<file path="src/rtl/lpt_pkg.sv">
// Package: shared offsets and the control word layout for the system timer.
// Assumes byte offsets fit into the bus address width chosen by the top.
package lpt_pkg;
    localparam int OFS_COUNT  = 'h00;
    localparam int OFS_RELOAD = 'h04;
    localparam int OFS_CTRL   = 'h08;
    localparam int OFS_STAT   = 'h0C;
    localparam int OFS_IEN    = 'h10;

    // Control word: bit 2 halt permit, bit 1 start, bit 0 enable.
    typedef struct packed {
        logic halt_en;
        logic start;
        logic enable;
    } ctrl_t;

    localparam int CTRL_W = $bits(ctrl_t);
endpackage

</file>
<file path="src/rtl/lpt_regfile.sv">
// Register decode: holds reload, control and interrupt enable, makes the
// start-edge load pulse and the status clear pulse, and muxes read data.
// Assumes one access per cycle and reads that need no bus_vld.
module lpt_regfile
    import lpt_pkg::*;
#(
    parameter int DATA_W = 32,
    parameter int ADDR_W = 5
) (
    input  logic              clk,
    input  logic              rst_n,
    input  logic              bus_vld,
    input  logic              bus_wr,
    input  logic [ADDR_W-1:0] bus_addr,
    input  logic [DATA_W-1:0] bus_wdata,
    input  logic [DATA_W-1:0] cnt_i,
    input  logic              stat_i,
    output logic [DATA_W-1:0] bus_rdata,
    output logic [DATA_W-1:0] reload_q,
    output ctrl_t             ctrl_q,
    output logic              ien_q,
    output logic              load_p,
    output logic              stat_clr_p
);
    logic  wr_en;
    ctrl_t ctrl_new;

    assign wr_en    = bus_vld && bus_wr;
    assign ctrl_new = ctrl_t'(bus_wdata[CTRL_W-1:0]);

    // Pulse that loads the counter on a 0 to 1 change of start.
    assign load_p = wr_en && (bus_addr == ADDR_W'(OFS_CTRL))
                    && ctrl_new.start && !ctrl_q.start;

    // Pulse that clears status when a 1 is written to bit 0.
    assign stat_clr_p = wr_en && (bus_addr == ADDR_W'(OFS_STAT)) && bus_wdata[0];

    // Writable registers; the count offset takes no write.
    always_ff @(posedge clk) begin
        if (!rst_n) begin
            reload_q <= '0;
            ctrl_q   <= '0;
            ien_q    <= 1'b0;
        end else if (wr_en) begin
            if (bus_addr == ADDR_W'(OFS_RELOAD)) reload_q <= bus_wdata;
            if (bus_addr == ADDR_W'(OFS_CTRL))   ctrl_q   <= ctrl_new;
            if (bus_addr == ADDR_W'(OFS_IEN))    ien_q    <= bus_wdata[0];
        end
    end

    // Read mux; unmapped offsets return zero.
    always_comb begin
        bus_rdata = '0;
        case (bus_addr)
            ADDR_W'(OFS_COUNT):  bus_rdata = cnt_i;
            ADDR_W'(OFS_RELOAD): bus_rdata = reload_q;
            ADDR_W'(OFS_CTRL):   bus_rdata[CTRL_W-1:0] = ctrl_q;
            ADDR_W'(OFS_STAT):   bus_rdata[0] = stat_i;
            ADDR_W'(OFS_IEN):    bus_rdata[0] = ien_q;
            default:             bus_rdata = '0;
        endcase
    end
endmodule

</file>
<file path="src/rtl/lpt_counter.sv">
// Down counter: loads on the start pulse, steps on permitted ticks, stops
// at zero and flags one expiry per load. Assumes tick_en is a single-cycle pulse.
module lpt_counter
    import lpt_pkg::*;
#(
    parameter int DATA_W = 32
) (
    input  logic              clk,
    input  logic              rst_n,
    input  logic              tick_en,
    input  logic              dbg_halt,
    input  ctrl_t             ctrl_i,
    input  logic              load_p,
    input  logic [DATA_W-1:0] reload_i,
    output logic [DATA_W-1:0] cnt_q,
    output logic              expire_p
);
    logic armed_q;
    logic advance;
    logic at_last;

    assign advance  = tick_en && ctrl_i.enable && ctrl_i.start
                      && !(ctrl_i.halt_en && dbg_halt);
    assign at_last  = (cnt_q <= DATA_W'(1));
    assign expire_p = advance && armed_q && at_last && !load_p;

    // Count register with load priority and a floor at zero.
    always_ff @(posedge clk) begin
        if (!rst_n) begin
            cnt_q   <= '0;
            armed_q <= 1'b0;
        end else if (load_p) begin
            cnt_q   <= reload_i;
            armed_q <= 1'b1;
        end else if (advance) begin
            if (cnt_q != '0) cnt_q <= cnt_q - DATA_W'(1);
            if (expire_p)    armed_q <= 1'b0;
        end
    end
endmodule

</file>
<file path="src/rtl/lpt_irq.sv">
// Interrupt source: status bit set by expiry, cleared by write-one, and
// masked by the enable bit. Assumes expiry takes priority over a clear.
module lpt_irq (
    input  logic clk,
    input  logic rst_n,
    input  logic expire_p,
    input  logic stat_clr_p,
    input  logic ien_i,
    output logic stat_q,
    output logic irq_o
);
    // Sticky status with set priority.
    always_ff @(posedge clk) begin
        if (!rst_n)          stat_q <= 1'b0;
        else if (expire_p)   stat_q <= 1'b1;
        else if (stat_clr_p) stat_q <= 1'b0;
    end

    assign irq_o = stat_q && ien_i;
endmodule

</file>
<file path="src/rtl/lp_dcount_timer.sv">
// Top of the system timer: joins register decode, counter and interrupt
// source. Assumes tick_en is synchronous to clk.
module lp_dcount_timer
    import lpt_pkg::*;
#(
    parameter int DATA_W = 32,
    parameter int ADDR_W = 5
) (
    input  logic              clk,
    input  logic              rst_n,
    input  logic              tick_en,
    input  logic              dbg_halt,
    input  logic              bus_vld,
    input  logic              bus_wr,
    input  logic [ADDR_W-1:0] bus_addr,
    input  logic [DATA_W-1:0] bus_wdata,
    output logic [DATA_W-1:0] bus_rdata,
    output logic              irq_o
);
    logic [DATA_W-1:0] cnt_q;
    logic [DATA_W-1:0] reload_q;
    ctrl_t             ctrl_q;
    logic              ien_q;
    logic              stat_q;
    logic              load_p;
    logic              stat_clr_p;
    logic              expire_p;

    lpt_regfile #(.DATA_W(DATA_W), .ADDR_W(ADDR_W)) i_regs (
        .clk        (clk),
        .rst_n      (rst_n),
        .bus_vld    (bus_vld),
        .bus_wr     (bus_wr),
        .bus_addr   (bus_addr),
        .bus_wdata  (bus_wdata),
        .cnt_i      (cnt_q),
        .stat_i     (stat_q),
        .bus_rdata  (bus_rdata),
        .reload_q   (reload_q),
        .ctrl_q     (ctrl_q),
        .ien_q      (ien_q),
        .load_p     (load_p),
        .stat_clr_p (stat_clr_p)
    );

    lpt_counter #(.DATA_W(DATA_W)) i_cnt (
        .clk      (clk),
        .rst_n    (rst_n),
        .tick_en  (tick_en),
        .dbg_halt (dbg_halt),
        .ctrl_i   (ctrl_q),
        .load_p   (load_p),
        .reload_i (reload_q),
        .cnt_q    (cnt_q),
        .expire_p (expire_p)
    );

    lpt_irq i_irq (
        .clk        (clk),
        .rst_n      (rst_n),
        .expire_p   (expire_p),
        .stat_clr_p (stat_clr_p),
        .ien_i      (ien_q),
        .stat_q     (stat_q),
        .irq_o      (irq_o)
    );
endmodule

</file>
<file path="config.mk">
export PLATFORM = sky130hd
export DESIGN_NAME = lp_dcount_timer
export DESIGN_NICKNAME = d
export VERILOG_FILES = /design/src/rtl/lpt_pkg.sv /design/src/rtl/lpt_regfile.sv /design/src/rtl/lpt_counter.sv /design/src/rtl/lpt_irq.sv /design/src/rtl/lp_dcount_timer.sv
export SDC_FILE = /design/constraint.sdc
export NUM_CORES = 1
export LEC_CHECK = 0
export ABC_CLOCK_PERIOD_IN_PS = 2930
export BUFFER_PORTS_ARGS = -buffer_cell sky130_fd_sc_hd__buf_4
export CORE_ASPECT_RATIO = 0.8
export CORE_MARGIN = 3
export CORE_UTILIZATION = 56
export CTS_CLUSTER_SIZE = 12
export DETAILED_ROUTE_END_ITERATION = 10
export HOLD_SLACK_MARGIN = 0.06
export PLACE_DENSITY = 0.81
export SLEW_MARGIN = 15
export SYNTH_ARGS = -nofsm -noshare
export SYNTH_HDL_FRONTEND = slang
export SYNTH_SLANG_ARGS = --single-unit
</file>
<file path="constraint.sdc">
create_clock -name clk -period 2.93 [get_ports clk]
set_clock_uncertainty 0.1 [all_clocks]
set_input_delay 0.293 -clock clk [delete_from_list [all_inputs] [get_ports clk]]
set_output_delay 0.293 -clock clk [all_outputs]
set_load 0.005 [all_outputs]
</file>
==> impl_metrics.tcl, run 1 <==
set metrics [dict create \
    netlist_area_um2 3930 \
    max_stage_delay_ns 0.61 \
    clk_latency_ns 0.35 \
    drt-initial-drc-count 376 \
    fin_tns_setup_ns 0 \
    relSlewSlack_pct 43.6 \
    io_pins 76 \
    cts_tree "done" \
    synth_fp_nets 545 \
    syn2layout_area_growth_pct 20.3 \
    utilization_pct 71.6 \
    vias 4150 \
    totalWireLength_um 11500 \
    drc_errors 0 \
    wire_per_inst_um 17.8 \
    end_kind "flip-flop" \
    place_area_um2 4510 \
    crit_required_ns 3.11 \
    synth-edff-count 0 \
    fin_crit_sh_pct 90.7 \
    place_inst 627 \
    async_flop_share_pct 0 \
    cts.sinks 70 \
    synth.avg_cell_area_um2 7.88 \
    rsz0062_at_grt "false" \
    clockRootBuffer "clkbuf_8" \
    vias_per_cell 6.45 \
    netlist.area_leader.share_pct 35.6 \
    gp_congestion 0.913 \
    grt_pass1_vias 3794 \
    critPathLaunchType "flip-flop" \
    crit-reg2reg-launch "i_cnt.cnt_q[8]$_SDFFE_PN0P_" \
    drv_cap 0 \
    cts_buffers 9 \
    layout_min_cycle_time_ns 2.66 \
    h-tree-depth 3 \
    critPathMaxFanout 17 \
    antenna_cells 0 \
    fmax_ghz 0.376 \
    synth_area_leaders "dfxtp_1 36%, nand2_1 9.0%, a22o_1 6.2%" \
    ys_seq_area_share_pct 35.6 \
    track_usage_pct 29.1 \
    power_mw 1.94 \
    fin_nets 600 \
    slew_viol_final 0 \
    grt-ovfl-total 0 \
    synthDistinctLibCells 63 \
    cts-hold-fix-buffers 0 \
    dpl.hpwl_um 7810 \
    outcome "finished, final reports clean" \
    ir_drop_mv 0.365 \
    core_um2 6600 \
    startpoint "i_cnt.cnt_q[8]$_SDFFE_PN0P_" \
    grt_max_degree 56 \
    yosysTopAreaCell "dfxtp_1" \
    reg2reg_slack_ns 0.27 \
    nFillCells 546 \
    p_per_area_nw_per_um2 410 \
    clockBufferDepth 2 \
    design_area_um2 4730 \
    grt_pass1_wl_um 18900 \
    grt_antenna_before_repair 0 \
    die_area_um2 8070 \
    crit_chain "nor4_4, nand3_2, o31ai_2, buf_4, o311ai_0, a31oi_1" \
    crit_type "flip-flop to flip-flop" \
    crit_arrival_ns 2.84 \
    hold_violations 0 \
    ys_ff_latch 70 \
    stdcell_count 643 \
    ant_nets 0 \
    min_from "bus_wdata[5]" \
    die_y_um 81.0 \
    rows 26 \
    initial_utilization_pct 59.5 \
    drive_gt1_share_pct 22.2 \
    syn_inst 499 \
    synthFlopType "dfxtp_1" \
    hold_class "primary input to flip-flop" \
    yosysWarnings 0 \
    firstDrtPassIters 5 \
    power.leakage_nw 1.86 \
    tightestPinTransition_ns 0.846 \
    clk_pin_slew_worst_paths_ns 0.08 \
    dieWidth_um 99.7 \
    slowest_stage "o31ai_2" \
    setup_viol 0 \
    portBuffers 75 \
]
[repair_timing]
| action | CTS | global route |
|---|---|---|
| setup endpoints to repair | 0 | 2 |
| resized for setup | 0 | 1 |
| buffers inserted | 0 | 0 |
[cell families (layout without fill, tap and decap cells)]
family / after synthesis / count (layout) / synth area share [%]
flops: 70 / 70 / 35.6
buf+inv: 48 / 108 / 5.73
xor+xnor: 2 / 2 / 0.446
mux: 8 / 8 / 2.04
fa+ha+maj: 3 / 3 / 0.955
simple gates: 214 / 214 / 27.9
compound gates: 154 / 154 / 27.3
[sequential cells by signal, indices dropped and copies added (netlist names)]
signal           count
i_irq.stat_q         1
i_regs.reload_q     32
i_regs.ien_q         1
i_regs.ctrl_q        3
i_cnt.cnt_q         32
i_cnt.armed_q        1
[layout by cell type (no fill, tap or decap), types with 5 or more instances in the layout]
master	count
nand4_1	5
a22o_1	28
inv_1	5
buf_4	86
o21a_1	6
nand2_1	93
clkbuf_8	10
nand3_1	13
nor2_1	23
or3_1	13
nor4_1	10
and3_1	10
a32oi_1	5
mux2i_1	8
a31oi_1	21
dfxtp_1	70
nor3_1	13
a21oi_1	46
o21ai_0	13
[Yosys cell counts (5+ instances only)]
library cell  instances
and3_1               10
inv_1                 5
or3_1                13
nand2_1              94
a21oi_1              46
nand4_1               5
clkbuf_1             29
a22o_1               28
a32oi_1               5
a31oi_1              21
buf_2                 6
nor2_1               23
o21ai_0              13
nor3_1               14
mux2i_1               8
o21a_1                6
nor4_1               10
dfxtp_1              70
nand3_1              13
[worst max-delay path: cells and delay by family (launching register included)]
family          cells  cell delay (ns)
compound gates      3             0.95
simple gates        2             0.80
flops               1             0.42
buf+inv             1             0.31
[per-layer routing]
metal  vias to the layer above  GRT usage, %  share of wire (%)
met5                         -             0                  0
met2                       199          46.7                 46
li1                       1973             -                  -
met3                        18          6.18                7.5
met1                      1960          39.0                 45
met4                         0          10.2                1.5
[path summary, 6_finish.rpt]
kind	to	depth (start not counted)
setup / recovery	i_cnt.cnt_q[14]$_SDFFE_PN0P_	6
hold / removal	i_regs.reload_q[5]$_SDFFE_PN0P_	3
setup reg to reg	i_cnt.cnt_q[14]$_SDFFE_PN0P_	6
hold reg to reg	i_regs.reload_q[5]$_SDFFE_PN0P_	2
[through the flow]
step	hold slack (ns)	worst slack (ns)
2_1_floorplan	0.329	0.833
3_3_place_gp	0.358	0.437
3_5_place_dp	0.363	0.334
4_1_cts	0.0760	0.329
5_1_grt	0.0768	0.0133
6_report	0.0812	0.273
[where the power goes]
group          switching (mW)  total, mW  internal [mW]
logic                  0.0546      0.105         0.0501
registers             0.00242      0.955          0.953
clock network           0.377      0.878          0.501
[layout make-up]
cell class                      count  area, um2  area share, %
Timing Repair Buffer               87        666           14.1
Tap cell                           84        105           2.22
Clock inverter                      6       83.8           1.77
Inverter                            5       18.8          0.397
Sequential cell                    70       1400           29.6
Multi-Input combinational cell    381       2320           49.0
Clock buffer                       10        138           2.91
(Power assumes the default switching activity.)
==> run 2, diff against run 1 <==
ABC_AREA = 1   (was unset)
PLACE_DENSITY = 0.8   (was 0.81)
==> run 2 against run 1 <==
Against the previous run: synthesized cell count is 49% higher; design area is 7.5% higher; global-route usage is 0.74 points higher; via count is 18% higher; fmax is 21% higher; critical path depth is 5 higher; power is 4.0% lower; die area is 9.5% higher; worst setup slack better by 0.46 ns; sequential share of layout area is 2.1 points lower; clock power is 7.3% lower; combinational power is 16% lower; critical path type unchanged; largest power group unchanged.
==> impl_metrics.tcl, run 2 <==
set metrics [dict create \
    yosysTopAreaCell "dfxtp_1" \
    place_ws_ns 0.585 \
    dpl.hpwl_um 9620 \
    synthFlopType "dfxtp_1" \
    crit-reg2reg-launch "i_cnt.cnt_q[0]$_SDFFE_PN0P_" \
    dieWidth_um 104 \
    p_per_area_nw_per_um2 366 \
    antenna_cells 0 \
    power.leakage_nw 2.64 \
    met3_length_um 1600 \
    startpoint "i_cnt.cnt_q[0]$_SDFFE_PN0P_" \
    h-tree-depth 3 \
    fin_crit_sh_pct 74.9 \
    slowest_stage "dfxtp_1" \
    clockBufferDepth 2 \
    drv_cap 0 \
    syn2layout_area_growth_pct 17.3 \
    gp_congestion 0.937 \
    rsz0062_at_grt "false" \
    ys_seq_area_share_pct 32.3 \
    hold_class "primary input to flip-flop" \
    cts_setup_buffers 0 \
    synth_common_cells "254 x nand2_1, 132 x nor2_1, 79 x inv_1, 75 x o21ai_0, 70 x dfxtp_1" \
    initial_utilization_pct 58.1 \
    stdcell_count 912 \
    critPathLaunchType "flip-flop" \
    critPathBufInv 2 \
    core_um2 7460 \
    place_inst 897 \
    crit_type "flip-flop to flip-flop" \
    hold_violations 0 \
    drive_gt1_share_pct 13.3 \
    portBuffers 75 \
    grt_antenna_before_repair 0 \
    reg2reg_slack_ns 0.74 \
    route.met2.wl_um 5340 \
    async_flop_share_pct 0 \
    final_cell_mix "254 x nand2_1, 132 x nor2_1, 79 x inv_1, 78 x buf_4, 75 x o21ai_0" \
    track_usage_pct 29.9 \
    wire_per_inst_um 14.6 \
    drt-initial-drc-count 508 \
    ys_ff_latch 70 \
    max_stage_delay_ns 0.33 \
    cts-hold-fix-buffers 0 \
    clockRootBuffer "clkbuf_8" \
    cts_buffers 9 \
    utilization_pct 68.1 \
    fin_tns_setup_ns 0 \
    grt_max_degree 51 \
    layout_min_cycle_time_ns 2.19 \
    syn_inst 742 \
    outcome "finished, final reports clean" \
    seq_area_um2 1400 \
    synthDistinctLibCells 29 \
    end_kind "flip-flop" \
    rows 28 \
    nFillCells 710 \
    crit_required_ns 3.07 \
    ff2ff_path_depth 11 \
    post_cts_resize_count 0 \
    tightestPinTransition_ns 0.856 \
    relSlewSlack_pct 42.9 \
    slew_viol_final 0 \
    die_area_um2 8840 \
    power_mw 1.86 \
    layout_setup_ws_ns 0.735 \
    clk_pin_slew_worst_paths_ns 0.08 \
    netlist_area_um2 4340 \
    wl_met1_um 6240 \
    ant_nets 0 \
    ir_drop_mv 0.343 \
    grt_pass1_vias 4250 \
    synth_fp_nets 788 \
    fmax_ghz 0.456 \
    layout_commonest_cell "nand2_1" \
    vias_per_cell 5.35 \
    critPathMaxFanout 32 \
    synthMostInstantiatedCell "nand2_1" \
    endpoint "i_cnt.cnt_q[10]$_SDFFE_PN0P_" \
    yosysWarnings 0 \
    netlist.area_leader.share_pct 32.3 \
    multi_input_area_um2 2460 \
    cts.sinks 70 \
    worst-path-stages 11 \
    reg_top3 "i_cnt.cnt_q x32, i_regs.reload_q x32, i_regs.ctrl_q x3" \
    io_pins 76 \
    totalWireLength_um 13300 \
    grt_pass1_wl_um 21400 \
    clk_latency_ns 0.34 \
    die_y_um 84.7 \
    drc_errors 0 \
    crit_arrival_ns 2.33 \
    synth.avg_cell_area_um2 5.84 \
    r2r_end "i_cnt.cnt_q[10]$_SDFFE_PN0P_" \
    grt-ovfl-total 0 \
    crit_chain "inv_1, ha_1, nand2_1, nor2_1, nand2_1, nor2_1, nand2_1, nand2_4, inv_2, o21ai_0, nor2_1" \
    routed.top_layer "met4" \
    fin_nets 849 \
    synth-edff-count 0 \
    crit_family "simple AND/OR/NAND/NOR gates" \
    synth_area_leaders "dfxtp_1 32%, nand2_1 22%, nor2_1 11%" \
    vias 4878 \
    firstDrtPassIters 5 \
    setup_viol 0 \
    cts_tree "done" \
]
-- run 2: layer usage --
metal	vias to the layer above	track usage, %
li1	2439	-
met1	2155	45.4
met2	269	41.9
met3	15	7.84
met4	0	6.76
met5	-	0
-- run 2: worst min-delay path by stage --
| stage | start | endpoint | slack [ns] | cells after the start |
|---|---|---|---|---|
| floorplan | bus_wdata[1] | i_regs.reload_q[1]$_SDFFE_PN0P_ | 0.32 | 2 |
| global placement | i_cnt.armed_q$_SDFFE_PN0P_ | i_cnt.armed_q$_SDFFE_PN0P_ | 0.35 | 1 |
| detailed placement | i_cnt.armed_q$_SDFFE_PN0P_ | i_cnt.armed_q$_SDFFE_PN0P_ | 0.36 | 1 |
| CTS | bus_wdata[28] | i_regs.reload_q[28]$_SDFFE_PN0P_ | 0.07 | 3 |
| global route | bus_wdata[5] | i_regs.reload_q[5]$_SDFFE_PN0P_ | 0.07 | 3 |
| finish | bus_wdata[28] | i_regs.reload_q[28]$_SDFFE_PN0P_ | 0.07 | 3 |
-- run 2: tightest hold or removal path, cell delays in order --
cell,delay (ns)
buf_4,0.08
nor2_1,0.03
nor2_1,0.08
-- run 2: cell families after synthesis --
family          after synthesis  share of synthesized area (%)
compound gates              111                           13.4
xor+xnor                      7                           1.41
fa+ha+maj                     3                          0.866
buf+inv                     110                           10.9
flops                        70                           32.3
simple gates                441                           41.0
-- run 2: layout make-up --
class	count	area share, %
clock inverters	5	1.16
clock buffers	10	2.71
repair buffers	78	11.5
well taps	105	2.58
inverters	82	6.05
multi-input cells	562	48.4
flip-flops and latches	70	27.6
-- run 2: through the flow --
stage	hold slack (ns)	area, um2
floorplan	0.321	4340
global placement	0.353	4890
detailed placement	0.362	4890
CTS	0.0662	5080
global route	0.0728	5080
finish	0.0708	5080
-- run 2: power breakdown --
| part | switching (mW) | leakage, nW | internal (mW) | total [mW] |
|---|---|---|---|---|
| logic | 0.0447 | 1.98 | 0.0431 | 0.0878 |
| clock network | 0.400 | 0.0948 | 0.414 | 0.814 |
| registers | 0.00383 | 0.564 | 0.954 | 0.958 |
==> run 3, diff against run 2 <==
ABC_CLOCK_PERIOD_IN_PS = 1900   (was 2930)
CORE_UTILIZATION = 51   (was 56)
PLACE_DENSITY = 0.77   (was 0.8)
clock period = 1.9 ns   (was 2.93 ns; I/O delays follow)
==> run 3 against run 2 <==
Against the previous run: non-clock buffer count increased by 76; design area increased by 15%; routed wire length increased by 17%; die area increased by 9.2%; combinational power increased by 130%; fmax increased by 19%; register-to-register slack got worse by 0.68 ns.
==> impl_metrics.tcl, run 3 (synthesis gave the netlist of run 2 again) <==
set metrics [dict create \
    outcome "finished, final reports clean" \
    reg_top3 "i_cnt.cnt_q x32, i_regs.reload_q x32, i_regs.ctrl_q x3" \
    track_usage_pct 32.8 \
    vias 5310 \
    vias_per_cell 5.35 \
    relSlewSlack_pct 56.7 \
    startpoint "i_cnt.cnt_q[20]$_SDFFE_PN0P_" \
    antenna_cells 0 \
    end_kind "flip-flop" \
    clockBufferDepth 2 \
    critPathLaunchType "flip-flop" \
    firstDrtPassIters 5 \
    core_um2 8090 \
    ff2ff_path_depth 12 \
    h-tree-depth 3 \
    layout_commonest_cell "nand2_1" \
    ant_nets 0 \
    die_y_um 88.5 \
    drive_gt1_share_pct 19.6 \
    dpl.hpwl_um 11000 \
    swShare_pct 25.1 \
    rsz0062_at_grt "true" \
    clk_pin_slew_worst_paths_ns 0.09 \
    crit_chain "nor2_2, nand2_1, nor2_4, nand2_1, nor2_2, nand2_1, nand2_4, buf_12, nand2_1, nand3_1, nand2_1, inv_1" \
    io_pins 76 \
    layout_setup_ws_ns 0.0589 \
    endpoint "i_cnt.cnt_q[31]$_SDFFE_PN0P_" \
    fin_nets 925 \
    grt_antenna_before_repair 0 \
    clock_power_share_pct 43.0 \
    clockRootBuffer "clkbuf_8" \
    reg2reg_slack_ns 0.06 \
    power_frac_comb_pct 6.8 \
    die_area_um2 9650 \
    syn2layout_area_growth_pct 34.8 \
    max_stage_delay_ns 0.32 \
    power.leakage_nw 3.02 \
    drv_cap 0 \
    place_ws_ns -0.0702 \
    totalWireLength_um 15600 \
    crit_arrival_ns 2.04 \
    crit_type "flip-flop to flip-flop" \
    utilization_pct 72.2 \
    final_cell_mix "250 x nand2_1, 119 x nor2_1, 119 x buf_4, 77 x inv_1, 74 x o21ai_0" \
    gp_congestion 0.923 \
    p_per_area_nw_per_um2 503 \
    slew_viol_final 0 \
    tightestPinTransition_ns 0.648 \
    p_switching_mw 0.737 \
    grt_max_degree 50 \
    ir_drop_mv 0.497 \
    drt-initial-drc-count 476 \
    setup_viol 0 \
    clk_latency_ns 0.35 \
    wire_per_inst_um 15.7 \
    rows 29 \
    crit-reg2reg-launch "i_cnt.cnt_q[20]$_SDFFE_PN0P_" \
    r2r_end "i_cnt.cnt_q[31]$_SDFFE_PN0P_" \
    pwr-share-seq_pct 50.2 \
    grt_pass1_vias 4780 \
    fmax_ghz 0.543 \
    crit_required_ns 2.10 \
    fin_crit_sh_pct 96.9 \
    power.internal_mw 2.20 \
    grt_pass1_wl_um 24200 \
    initial_utilization_pct 53.6 \
    timing.critical_path.mode_cell "nand2_1" \
    critPathMaxFanout 14 \
    cts_buffers 9 \
    hold_violations 0 \
    drc_errors 0 \
    dieWidth_um 109 \
    portBuffers 75 \
    layout_min_cycle_time_ns 1.84 \
    slowest_stage "dfxtp_1" \
    cts_tree "done" \
    cts.sinks 70 \
    hold_class "primary input to flip-flop" \
    grt-ovfl-total 0 \
]
==> run 3: changes by cell type in the layout (fill, tap and decap cells not counted), moves of 4 or more <==
cell | previous run | this run
dlygate4sd3_1 | 0 | 31
buf_4 | 78 | 119
nand2_1 | 254 | 250
nor2_2 | 4 | 14
nor2_1 | 132 | 119
nand2_2 | 2 | 6
==> run 3: how the worst min path moves through the flow <==
stage	startpoint	end	slack, ns	cells past startpoint
finish	bus_wdata[0]	i_irq.stat_q$_SDFFE_PN0P_	0.10	4
global placement	bus_wdata[11]	i_regs.reload_q[11]$_SDFFE_PN0P_	0.31	3
global route	bus_wdata[0]	i_regs.reload_q[0]$_SDFFE_PN0P_	0.12	3
detailed placement	bus_wdata[8]	i_regs.reload_q[8]$_SDFFE_PN0P_	0.32	3
CTS	bus_wdata[0]	i_irq.stat_q$_SDFFE_PN0P_	0.08	4
floorplan	bus_wdata[1]	i_regs.reload_q[1]$_SDFFE_PN0P_	0.22	2
==> run 3: repair_timing <==
action                                 4_1_cts  5_1_grt
pin swaps                                    0        2
hold buffers                                31        0
resized for setup                            6       26
setup buffers                                0        5
setup endpoints to repair                   22       32
endpoints found under the hold margin       33        0
==> run 3: area by class of cell <==
cell class	count	area (um2)
Timing Repair Buffer	154	1280
Clock buffer	10	128
Multi-Input combinational cell	562	2520
Inverter	82	310
Fill cell	684	2250
Tap cell	108	135
Clock inverter	6	70.1
Sequential cell	70	1400
==> run 3: metal layers <==
metal | share of wire (%) | routed length [um] | vias to the layer above | track usage (%)
met5 | 0 | 0 | - | 0
met2 | 42 | 6620 | 275 | 46.5
met3 | 10 | 1600 | 18 | 7.08
li1 | - | - | 2595 | -
met1 | 46 | 7250 | 2422 | 50.3
met4 | 0.94 | 146 | 0 | 7.11
==> run 3: through the flow <==
stage | setup TNS [ns] | cells | instance area [um2] | total power [mW] | hold slack (ns)
2_1_floorplan | 0 | 742 | 4340 | 1.56 | 0.218
3_3_place_gp | -0.127 | 940 | 5220 | 1.65 | 0.310
3_5_place_dp | -0.625 | 940 | 5220 | 1.65 | 0.317
4_1_cts | 0 | 987 | 5740 | 2.94 | 0.0758
5_1_grt | -0.117 | 992 | 5850 | 3.03 | 0.118
6_report | 0 | 992 | 5850 | 2.94 | 0.103
==> run 3: critical path: cells and delay by family, from the launching register on <==
family,cells,cell delay [ns]
AND/OR/NAND/NOR,10,1.13
flip-flops,1,0.32
buffers and inverters,2,0.23
==> run 3: power by group through the flow <==
stage / Clock [mW] / Combinational [mW] / Sequential (mW)
finish: 1.26 / 0.200 / 1.48
global placement: 0 / 0.141 / 1.51
detailed placement: 0 / 0.142 / 1.51
floorplan: 0 / 0.0495 / 1.51
CTS: 1.27 / 0.194 / 1.48
global route: 1.34 / 0.214 / 1.48
